==> src/rtl/tgen_pkg.sv <==
package tgen_pkg;

    localparam int WORD_W  = 32;
    localparam int FLIT_W  = WORD_W + 2;
    localparam int LEN_W   = 9;
    localparam int LOAD_W  = 7;
    localparam int DEBT_W  = 16;
    localparam int HOP_W   = 3;
    localparam int COORD_W = 4;
    localparam int PATH_W  = WORD_W - 2 * COORD_W;
    localparam int SEQ_W   = WORD_W / 2;
    localparam int IDX_W   = WORD_W - SEQ_W;
    localparam int FULL_LOAD = 100;

    typedef enum logic [1:0] {
        GEN_PARK = 2'd0,
        GEN_SEND = 2'd1,
        GEN_GAP  = 2'd2
    } gen_state_e;

    typedef enum logic [HOP_W-1:0] {
        HOP_EJECT = 3'd0,
        HOP_XPLUS = 3'd1,
        HOP_XMIN  = 3'd2,
        HOP_YPLUS = 3'd3,
        HOP_YMIN  = 3'd4
    } hop_e;

    typedef struct packed {
        logic              first;
        logic              last;
        logic [WORD_W-1:0] word;
    } flit_t;

    function automatic logic [LOAD_W-1:0] clamp_load(input logic [LOAD_W-1:0] p);
        return (p > LOAD_W'(FULL_LOAD)) ? LOAD_W'(FULL_LOAD) : p;
    endfunction

endpackage

==> src/rtl/tgen_route.sv <==
module tgen_route
    import tgen_pkg::*;
#(
    parameter int MESH_X = 4,
    parameter int MESH_Y = 4,
    parameter int XW     = 2,
    parameter int YW     = 2
) (
    input  logic [XW-1:0]      src_x,
    input  logic [YW-1:0]      src_y,
    output logic [XW-1:0]      dst_x,
    output logic [YW-1:0]      dst_y,
    output logic [PATH_W-1:0]  path
);
    localparam int MAX_HOPS = (MESH_X - 1) + (MESH_Y - 1) + 1;
    localparam int USED_W   = MAX_HOPS * HOP_W;

    logic          go_xplus, go_yplus;
    logic [XW-1:0] x_dist;
    logic [YW-1:0] y_dist;
    logic [31:0]   x_hops, xy_hops;

    assign dst_x    = XW'(MESH_X - 1) - src_x;
    assign dst_y    = YW'(MESH_Y - 1) - src_y;
    assign go_xplus = dst_x > src_x;
    assign go_yplus = dst_y > src_y;
    assign x_dist   = go_xplus ? (dst_x - src_x) : (src_x - dst_x);
    assign y_dist   = go_yplus ? (dst_y - src_y) : (src_y - dst_y);
    assign x_hops   = 32'(x_dist);
    assign xy_hops  = 32'(x_dist) + 32'(y_dist);

    for (genvar h = 0; h < MAX_HOPS; h++) begin : g_hop
        hop_e code;
        always_comb begin
            if (32'(h) < x_hops)
                code = go_xplus ? HOP_XPLUS : HOP_XMIN;
            else if (32'(h) < xy_hops)
                code = go_yplus ? HOP_YPLUS : HOP_YMIN;
            else
                code = HOP_EJECT;
        end
        assign path[h*HOP_W +: HOP_W] = code;
    end

    if (USED_W < PATH_W) begin : g_pad
        assign path[PATH_W-1:USED_W] = '0;
    end

endmodule

==> src/rtl/tgen_pacer.sv <==
module tgen_pacer
    import tgen_pkg::*;
(
    input  logic              clk,
    input  logic              rst,
    input  logic [LOAD_W-1:0] load_pct,
    input  logic [LEN_W-1:0]  cur_len,
    input  logic              tail_go,
    output logic              sending,
    output logic              launch
);
    gen_state_e        state_q, state_n;
    logic [DEBT_W-1:0] debt_q, debt_n;
    logic [LOAD_W-1:0] load_eff;
    logic [DEBT_W-1:0] load_w, added, grown, shrunk;

    assign load_eff = clamp_load(load_pct);
    assign load_w   = DEBT_W'(load_eff);
    assign added    = DEBT_W'(cur_len) * DEBT_W'(LOAD_W'(FULL_LOAD) - load_eff);
    assign grown    = debt_q + added;
    assign shrunk   = debt_q - load_w;

    always_comb begin
        state_n = state_q;
        debt_n  = debt_q;
        launch  = 1'b0;
        unique case (state_q)
            GEN_PARK: begin
                debt_n = '0;
                if (load_eff != '0) begin
                    state_n = GEN_SEND;
                    launch  = 1'b1;
                end
            end
            GEN_SEND: begin
                if (tail_go) begin
                    if (load_eff == '0) begin
                        state_n = GEN_PARK;
                        debt_n  = '0;
                    end else if (grown < load_w) begin
                        launch = 1'b1;
                        debt_n = grown;
                    end else begin
                        state_n = GEN_GAP;
                        debt_n  = grown;
                    end
                end
            end
            GEN_GAP: begin
                if (load_eff == '0) begin
                    state_n = GEN_PARK;
                    debt_n  = '0;
                end else begin
                    debt_n = shrunk;
                    if (shrunk < load_w) begin
                        state_n = GEN_SEND;
                        launch  = 1'b1;
                    end
                end
            end
            default: begin
                state_n = GEN_PARK;
                debt_n  = '0;
            end
        endcase
    end

    always_ff @(posedge clk) begin
        if (rst) begin
            state_q <= GEN_PARK;
            debt_q  <= '0;
        end else begin
            state_q <= state_n;
            debt_q  <= debt_n;
        end
    end

    assign sending = (state_q == GEN_SEND);

endmodule

==> src/rtl/tgen_credit.sv <==
module tgen_credit #(
    parameter int CREDITS = 4
) (
    input  logic clk,
    input  logic rst,
    input  logic give_back,
    input  logic take,
    output logic has_credit
);
    localparam int CW = $clog2(CREDITS + 1);

    logic [CW-1:0] cnt_q;

    always_ff @(posedge clk) begin
        if (rst)
            cnt_q <= CW'(CREDITS);
        else
            cnt_q <= cnt_q + CW'(give_back) - CW'(take);
    end

    assign has_credit = (cnt_q != '0);

endmodule

==> src/rtl/packet_traffic_gen.sv <==
module packet_traffic_gen
    import tgen_pkg::*;
#(
    parameter int MESH_X  = 4,
    parameter int MESH_Y  = 4,
    parameter int CREDITS = 4,
    localparam int XW = (MESH_X > 1) ? $clog2(MESH_X) : 1,
    localparam int YW = (MESH_Y > 1) ? $clog2(MESH_Y) : 1
) (
    input  logic              clk,
    input  logic              rst,
    input  logic [XW-1:0]     node_x,
    input  logic [YW-1:0]     node_y,
    input  logic [LEN_W-1:0]  pkt_len,
    input  logic [LOAD_W-1:0] load_pct,
    input  logic              credit_in,
    output logic              flit_valid,
    output logic [FLIT_W-1:0] flit_data
);
    logic [XW-1:0]     dst_x;
    logic [YW-1:0]     dst_y;
    logic [PATH_W-1:0] path;
    logic              sending, launch, has_credit, stalled, tail_go, is_tail;
    logic [LEN_W-1:0]  len_q, idx_q;
    logic [WORD_W-1:0] cyc_q, ts_q;
    logic [SEQ_W-1:0]  seq_q;
    flit_t             cur;

    tgen_route #(.MESH_X(MESH_X), .MESH_Y(MESH_Y), .XW(XW), .YW(YW)) u_route (
        .src_x (node_x),
        .src_y (node_y),
        .dst_x (dst_x),
        .dst_y (dst_y),
        .path  (path)
    );

    tgen_pacer u_pacer (
        .clk      (clk),
        .rst      (rst),
        .load_pct (load_pct),
        .cur_len  (len_q),
        .tail_go  (tail_go),
        .sending  (sending),
        .launch   (launch)
    );

    tgen_credit #(.CREDITS(CREDITS)) u_credit (
        .clk        (clk),
        .rst        (rst),
        .give_back  (credit_in),
        .take       (flit_valid),
        .has_credit (has_credit)
    );

    assign flit_valid = sending && has_credit;
    assign stalled    = sending && !has_credit;
    assign is_tail    = (idx_q == len_q - LEN_W'(1));
    assign tail_go    = flit_valid && is_tail;

    always_comb begin
        cur.first = (idx_q == '0);
        cur.last  = is_tail;
        if (idx_q == '0)
            cur.word = {COORD_W'(dst_y), COORD_W'(dst_x), path};
        else if (idx_q == LEN_W'(1))
            cur.word = ts_q;
        else
            cur.word = {seq_q, IDX_W'(idx_q)};
    end

    assign flit_data = cur;

    always_ff @(posedge clk) begin
        if (rst) begin
            cyc_q <= '0;
            seq_q <= '0;
            ts_q  <= '0;
            len_q <= LEN_W'(1);
            idx_q <= '0;
        end else begin
            cyc_q <= cyc_q + WORD_W'(1);
            if (flit_valid && idx_q == '0)
                ts_q <= cyc_q;
            if (tail_go)
                seq_q <= seq_q + SEQ_W'(1);
            if (launch) begin
                len_q <= (pkt_len == '0) ? LEN_W'(1) : pkt_len;
                idx_q <= '0;
            end else if (flit_valid) begin
                idx_q <= idx_q + LEN_W'(1);
            end
        end
    end

endmodule

==> config.mk <==
export PLATFORM = sky130hd
export DESIGN_NAME = packet_traffic_gen
export DESIGN_NICKNAME = d
export VERILOG_FILES = /design/src/rtl/tgen_pkg.sv /design/src/rtl/tgen_route.sv /design/src/rtl/tgen_pacer.sv /design/src/rtl/tgen_credit.sv /design/src/rtl/packet_traffic_gen.sv
export SDC_FILE = /design/constraint.sdc
export NUM_CORES = 1
export LEC_CHECK = 0
export BUFFER_PORTS_ARGS = -buffer_cell sky130_fd_sc_hd__clkbuf_2
export CORE_MARGIN = 4
export CORE_UTILIZATION = 55
export DETAILED_ROUTE_END_ITERATION = 10
export PLACE_DENSITY = 0.73
export SKIP_LAST_GASP = 1
export SLEW_MARGIN = 5
export SYNTH_ARGS = -nofsm -noshare
export SYNTH_HDL_FRONTEND = slang
export SYNTH_SLANG_ARGS = --single-unit
==> constraint.sdc <==
create_clock -name clk -period 17.4 [get_ports clk]
set_input_delay 1.74 -clock clk [delete_from_list [all_inputs] [get_ports clk]]
set_output_delay 1.74 -clock clk [all_outputs]
set_load 0.005 [all_outputs]
==> summary.txt, run 1 <==
Run status
  – Outcome: finished clean

Global route
  – Largest net degree at the start of global routing: 97
  – First-pass GRT wire length: 40.3 mm
  – Initial antenna violation count: 0
  – Tot GR Track Use: 0.245
  – Total grt overflow: 0
  – Vias in the first global route: 8082

CTS
  – TritonCTS Buffers: 17
  – CTS clk-pin slew, worst paths: 0.06 ns
  – Root buf cell: clkbuf_16
  – Worst-Skew Late Latency: 0.42 ns
  – CTS tree: built
  – Post-CTS Setup Inserts: 0
  – CTS Sinks: 119
  – PostCTS Resize Cnt: 0
  – Hold_buf cts: 0
  – H-tree depth: 4
  – Longest Clk Path Bufs: 2

Die
  – IO Count: 58
  – Die Wd: approximately 140 um
  – Initial Util: 0.559
  – Core area: 0.0179 mm^2
  – Die height: approximately 140 um
  – Cell Rows: 49
  – DIE AREA: slightly above 0.02 mm^2

Drt
  – DRT antenna net count: 0
  – Routed WL: 24.3 mm
  – Iter 0 DRT Violations: 699
  – Vias/cell: 5.62
  – Post-route DRC: 0
  – DRT Pass-1 Iters: 7
  – Via count: 8569
  – Mean routed wirelength per cell: between 15 and 20 um

Yosys
  – Largest family of logic cells by synthesized area: simple AND/OR/NAND/NOR gates
  – Synth cell types: 63
  – Top cell type by total area after synthesis: dfxtp_1
  – Post-Synth XOR/XNOR Area: 0.0813
  – Synth area leaders: dfxtp_1, fa_1, ha_1
  – Synth warnings: 0
  – Synth Instances: 1248
  – Synth top area share: 0.238
  – Proportion of synthesized area in mux cells: 0.0151
  – Top FF cell, synth: dfxtp_1
  – Async SR Flop Fraction: 0
  – Compound-cell area share of the yosys netlist: 0.139
  – Synth Area in Simple Gates: 0.237
  – Synthesized flop and latch total: about 120
  – Post-Syn Area: 0.0100 mm^2
  – Post-Synth Adder-Cell Area: 0.223
  – Syn Area/Cell: 8.02 um^2
  – Sequential area share after synthesis: 0.238
  – Post-synth EDFFs: 0

Finish
  – Multi-input combinational cell area: ~0.0070 mm^2
  – Fin nets: 1443
  – Register area: ~0.0024 mm^2
  – Post-route cell area: roughly 0.011 mm^2
  – Commonest non-fill, non-tap cell in the layout: nand2_1
  – Most frequent cells in the layout: nand2_1, dfxtp_1, inv_1, nor2_1, a21oi_1
  – ANT cells: 0
  – # fillers: about 1600
  – Syn-to-layout area delta: 10.0%
  – Layout cells sized above 1: 0.0787

Worst setup path
  – Worst r2r src: len_q[2]
  – Startpoint types: input port
  – Crit path kind: in -> reg
  – Delay of the slowest cell on the worst path: 0.59 ns
  – Arrival @ worst endpoint: slightly below 10 ns
  – R2R cell count: 21
  – Worst path required time: ~18 ns
  – Crit path launch: load_pct[0]
  – Critical-path top delay cell: xnor2_1
  – Critical Path Fanout Max: 12
  – Setup crit end kind: register

STA
  – Max-slew headroom: 0.205
  – Fin crit share: 0.532
  – Final-report hold violation count: 0
  – Minimum clock period: 9.26 ns
  – RSZ-0062 raised after global routing: false
  – Setup TNS: 0 ns
  – Final Skew: between 0.009 and 0.01 ns
  – Worst-Margin Slew: 1.19 ns
  – Max Slew Vio Count: 0
  – Final setup fails: 0
  – FMAX: 108 MHz

Place
  – DP Area: 0.0104 mm^2
  – IO Port Bufs: 57
  – Final HPWL from detailed placement: 18.2 mm
  – GP Congestion: approximately 0.95

Pwr
  – Total Power: ~2 mW
  – Sequential Power Share: 0.165
  – P_int: 1.06 mW
  – Maximum VDD drop: 140 uV
  – Combinational share of power: 0.659
  – Leakage: 4.68 nW
  – Switching Share: 0.485
  – NetSw: ~990 uW
  – Clk pwr share: 0.176
  – PD cells: 186 mW/mm^2

Hold path
  – Hold_sp: ts_q[4]
  – Worst hold path type: reg -> reg
  – Hold path depth: 2

Flow run
  – Max cap viols: 0
area by class of cell:
class / instances / area share
multi-input combinational: 975 / 0.637
sequential: 119 / 0.216
clock buffer: 17 / 0.0386
inverter: 111 / 0.0378
timing repair buffer: 59 / 0.0275
tap: 229 / 0.0260
clock inverter: 15 / 0.0161
registers in the layout, indices dropped and copies added (netlist names):
register / count
u_pacer.debt_q: 16
seq_q: 16
u_pacer.state_q: 2
ts_q: 32
len_q: 9
cyc_q: 32
idx_q: 9
u_credit.cnt_q: 3
critical path, delay by kind of cell:
| family | cells | cell delay, ns |
|---|---|---|
| compound gates | 7 | 1.81 |
| xor+xnor | 2 | 0.79 |
| fa+ha+maj | 8 | 3.17 |
| buf+inv | 5 | 0.41 |
| mux | 1 | 0.24 |
| simple gates | 7 | 1.42 |
power groups by stage:
stage          clock network (mW)  logic, mW  registers, mW
2_1_floorplan                   0       1.10          0.316
4_1_cts                     0.367       1.35          0.337
3_3_place_gp                    0       1.32          0.342
6_report                    0.360       1.35          0.338
5_1_grt                     0.381       1.53          0.342
3_5_place_dp                    0       1.34          0.342
logic make-up after synthesis:
| logic type | after synthesis |
|---|---|
| xor+xnor | 92 |
| other cells | 2 |
| flops | 119 |
| buf+inv | 169 |
| simple gates | 494 |
| compound gates | 220 |
| fa+ha+maj | 137 |
| mux | 15 |
Yosys cell counts, drive strengths merged (4+ instances only):
| library cell | count |
|---|---|
| a21oi | 94 |
| and3 | 26 |
| dfxtp | 119 |
| nand2 | 194 |
| and4 | 4 |
| a22oi | 6 |
| o31a | 5 |
| or3 | 16 |
| nor2 | 96 |
| o22ai | 6 |
| buf | 12 |
| xor2 | 44 |
| a22o | 5 |
| fa | 69 |
| inv | 111 |
| nand3 | 28 |
| and2 | 40 |
| a31oi | 11 |
| clkbuf | 46 |
| a211oi | 9 |
| xnor2 | 48 |
| o21a | 4 |
| ha | 68 |
| a21o | 11 |
| o21ai | 39 |
| nand4 | 24 |
| mux2i | 14 |
| nor3 | 22 |
| nand2b | 20 |
| o31ai | 6 |
| nor4 | 5 |
| nor3b | 4 |
| nor2b | 7 |
final timing paths:
path	end	slack [ns]
max reg2reg	len_q[5]	10.79
min reg2reg	ts_q[4]	0.46
min	ts_q[4]	0.46
max	len_q[5]	8.14
routing by layer:
layer  wire [um]  vias to the layer above  GRT usage
li1            -                     4233          -
met1       11100                     4063      0.341
met2       11500                      238      0.389
met3        1220                       35     0.0452
met4         472                        0     0.0755
met5           0                        -          0
metrics by stage:
stage,utilization,setup slack (ns),std cells,hold slack [ns]
final,0.615,8.14,1525,0.456
after global routing,0.615,7.49,1525,0.473
after CTS,0.615,8.22,1525,0.455
after detailed placement,0.581,7.84,1493,0.447
after global placement,0.581,8.03,1493,0.443
after floorplan,-,8.84,1263,0.426
Power figures use the tool's default switching activity.
==> inputs of run 2 (changes only) <==
PLACE_DENSITY = 0.76   (was 0.73)
clock period = 7.5 ns   (was 17.4 ns; I/O delays follow)
==> run 2 against run 1 <==
  * Final cell count grew 3.1%
  * Critical path depth is the same
  * Total power grew to 2.6 times the previous value
  * Register-to-register slack lost 9.6 ns
  * Sequential power grew 130%
  * Global-route usage shrank 0.15 points
  * Combinational power grew to 2.8 times the previous value
  * Clock power grew 120%
  * Sequential share of layout area shrank 0.79 points
  * Clock skew grew 0.0060 ns
  * Critical path type unchanged
  * Critical endpoint is now len_q[8]
  * Largest cell class unchanged
==> summary.txt, run 2 (synthesis results as in run 1) <==
Finish
  – Layout cells sized above 1: 0.119 (was 0.0787)
  – Final non-filler cell total: 1573 (was 1525)
  – Most frequent cells in the layout: nand2_1, dfxtp_1, inv_1, nor2_1, a21oi_1 (unchanged)
  – Fin nets: 1491 (was 1443)
  – ANT cells: 0 (unchanged)
  – # fillers: 1497 (was 1599)
  – Biggest regs: cyc_q x32, ts_q x32 (unchanged)
  – Commonest non-fill, non-tap cell in the layout: nand2_1 (unchanged)
  – Syn-to-layout area delta: 14.2% (was 10.0%)
  – Final Core Density: 0.638 (was 0.615)

STA
  – Fin crit share: 0.948
  – Minimum clock period: ~7.1 ns
  – Max Slew Vio Count: 0 (unchanged)
  – Final setup fails: 0 (unchanged)
  – Worst-Margin Slew: 1.19 ns (about the same)
  – RSZ-0062 raised after global routing: false (unchanged)
  – Final-report hold violation count: 0 (unchanged)
  – Final Skew: 0.0158 ns (was 0.00977 ns)
  – Max-slew headroom: 0.210 (was 0.205)
  – Setup TNS: 0 ns (unchanged)
  – FMAX: 141 MHz

CTS
  – Root buf cell: clkbuf_16 (unchanged)
  – TritonCTS Buffers: 17 (unchanged)
  – CTS tree: built (unchanged)
  – Hold_buf cts: 0 (unchanged)
  – CTS Sinks: 119 (unchanged)
  – Worst-Skew Late Latency: 0.43 ns (was 0.42 ns)
  – H-tree depth: 4 (unchanged)
  – CTS clk-pin slew, worst paths: 0.06 ns (about the same)
  – Longest Clk Path Bufs: 2 (unchanged)

Worst setup path
  – Setup crit end kind: register (unchanged)
  – Critical Path Fanout Max: 6 (was 12)
  – Startpoint types: input port (unchanged)
  – Crit path kind: in -> reg (unchanged)
  – Delay of the slowest cell on the worst path: 0.54 ns (was 0.59 ns)
  – Reg2reg end: len_q[8] (was len_q[5])
  – Critical-path top delay cell: fa_1 (was xnor2_1)
  – Worst path required time: 7.79 ns (was 17.75 ns)
  – Arrival @ worst endpoint: 7.40 ns (was 9.61 ns)
  – Worst reg-to-reg setup slack: 1.16 ns (was 10.79 ns)
  – CP endpoint: len_q[8] (was len_q[5])
  – R2R cell count: 21 (unchanged)
  – Crit path launch: load_pct[0] (unchanged)
  – Worst r2r src: len_q[2] (unchanged)

Drt
  – DRT antenna net count: 0 (unchanged)
  – Routed WL: 24.5 mm (was 24.3 mm)
  – Via count: 8833 (was 8569)
  – Post-route DRC: 0 (unchanged)
  – Vias/cell: 5.62 (about the same)
  – Mean routed wirelength per cell: 15.6 um (was 15.9 um)
  – DRT Pass-1 Iters: 5 (was 7)
  – Iter 0 DRT Violations: 689 (was 699)

Place
  – Final HPWL from detailed placement: 18.7 mm (was 18.2 mm)
  – Dpl cells: 1540 (was 1493)
  – GP Congestion: 0.965 (was 0.947)
  – IO Port Bufs: 57 (unchanged)

Global route
  – Largest net degree at the start of global routing: 115 (was 97)
  – Vias in the first global route: 8411 (was 8082)
  – First-pass GRT wire length: 40.5 mm (was 40.3 mm)
  – Tot GR Track Use: 0.244 (was 0.245)
  – Initial antenna violation count: 0 (unchanged)
  – Total grt overflow: 0 (unchanged)

Hold path
  – Hold path depth: 2 (unchanged)
  – Worst hold path type: reg -> reg (unchanged)
  – Hold_sp: ts_q[25] (was ts_q[4])

Pwr
  – Leakage: 4.90 nW (was 4.68 nW)
  – Total Power: 5.38 mW (was 2.05 mW)
  – PD cells: 471 mW/mm^2 (was 186 mW/mm^2)
  – Maximum VDD drop: 436 uV (was 140 uV)

Die
  – Die Wd: 143 um (unchanged)
  – IO Count: 58 (unchanged)
  – Die height: 143 um (unchanged)
  – Initial Util: 0.559 (unchanged)
  – Cell Rows: 49 (unchanged)
  – DIE AREA: 0.0204 mm^2 (unchanged)
  – Core area: 0.0179 mm^2 (unchanged)

Run status
  – Outcome: finished clean (unchanged)

Flow run
  – Max cap viols: 0 (unchanged)
[run 2: worst min path at each step]
stage / endpoint / slack (ns)
2_1_floorplan: cyc_q[0] / 0.43
3_3_place_gp: ts_q[14] / 0.44
3_5_place_dp: ts_q[0] / 0.45
4_1_cts: ts_q[7] / 0.46
5_1_grt: ts_q[25] / 0.47
6_report: ts_q[25] / 0.46
[run 2: layout make-up]
cell class                      count  area [um^2]  area share
Sequential cell                   119         2380       0.208
Timing Repair Buffer              107          676      0.0591
Inverter                          111          417      0.0365
Tap cell                          229          287      0.0251
Clock inverter                     15          158      0.0138
Multi-Input combinational cell    975         7080       0.620
Clock buffer                       17          425      0.0372
[run 2: routing by layer]
metal  part of all wire  global-route usage
met1               0.45               0.343
met5                  0                   0
met2               0.46               0.380
met4              0.026              0.0845
met3              0.065              0.0415
[run 2: metrics by stage]
step / setup slack [ns] / hold slack (ns) / instance area [um^2]
global route: 0.0236 / 0.471 / 11400
floorplan: 0.0154 / 0.426 / 10100
global placement: -0.0652 / 0.443 / 10800
finish: 0.390 / 0.456 / 11400
detailed placement: -0.237 / 0.447 / 10800
CTS: 0.157 / 0.457 / 11400
[run 2: repair_timing]
item | CTS | global route
resized for setup | 0 | 15
buffers inserted | 0 | 1
setup endpoints to repair | 0 | 20
[run 2: critical path, delay by kind of cell]
family                   cells  cell delay, ns
AO/OA/AOI/OAI                6            1.50
XOR/XNOR                     2            0.40
adder cells (fa/ha/maj)      8            3.08
buffers and inverters        6            0.45
multiplexers                 1            0.16
AND/OR/NAND/NOR              7            1.06
[run 2: report_power, final]
group	total, mW	internal [mW]	leakage, nW	switching (mW)
Sequential	0.786	0.683	0.963	0.103
Combinational	3.80	1.79	3.66	2.01
Clock	0.798	0.444	0.278	0.354
Total	5.38	2.92	4.90	2.47
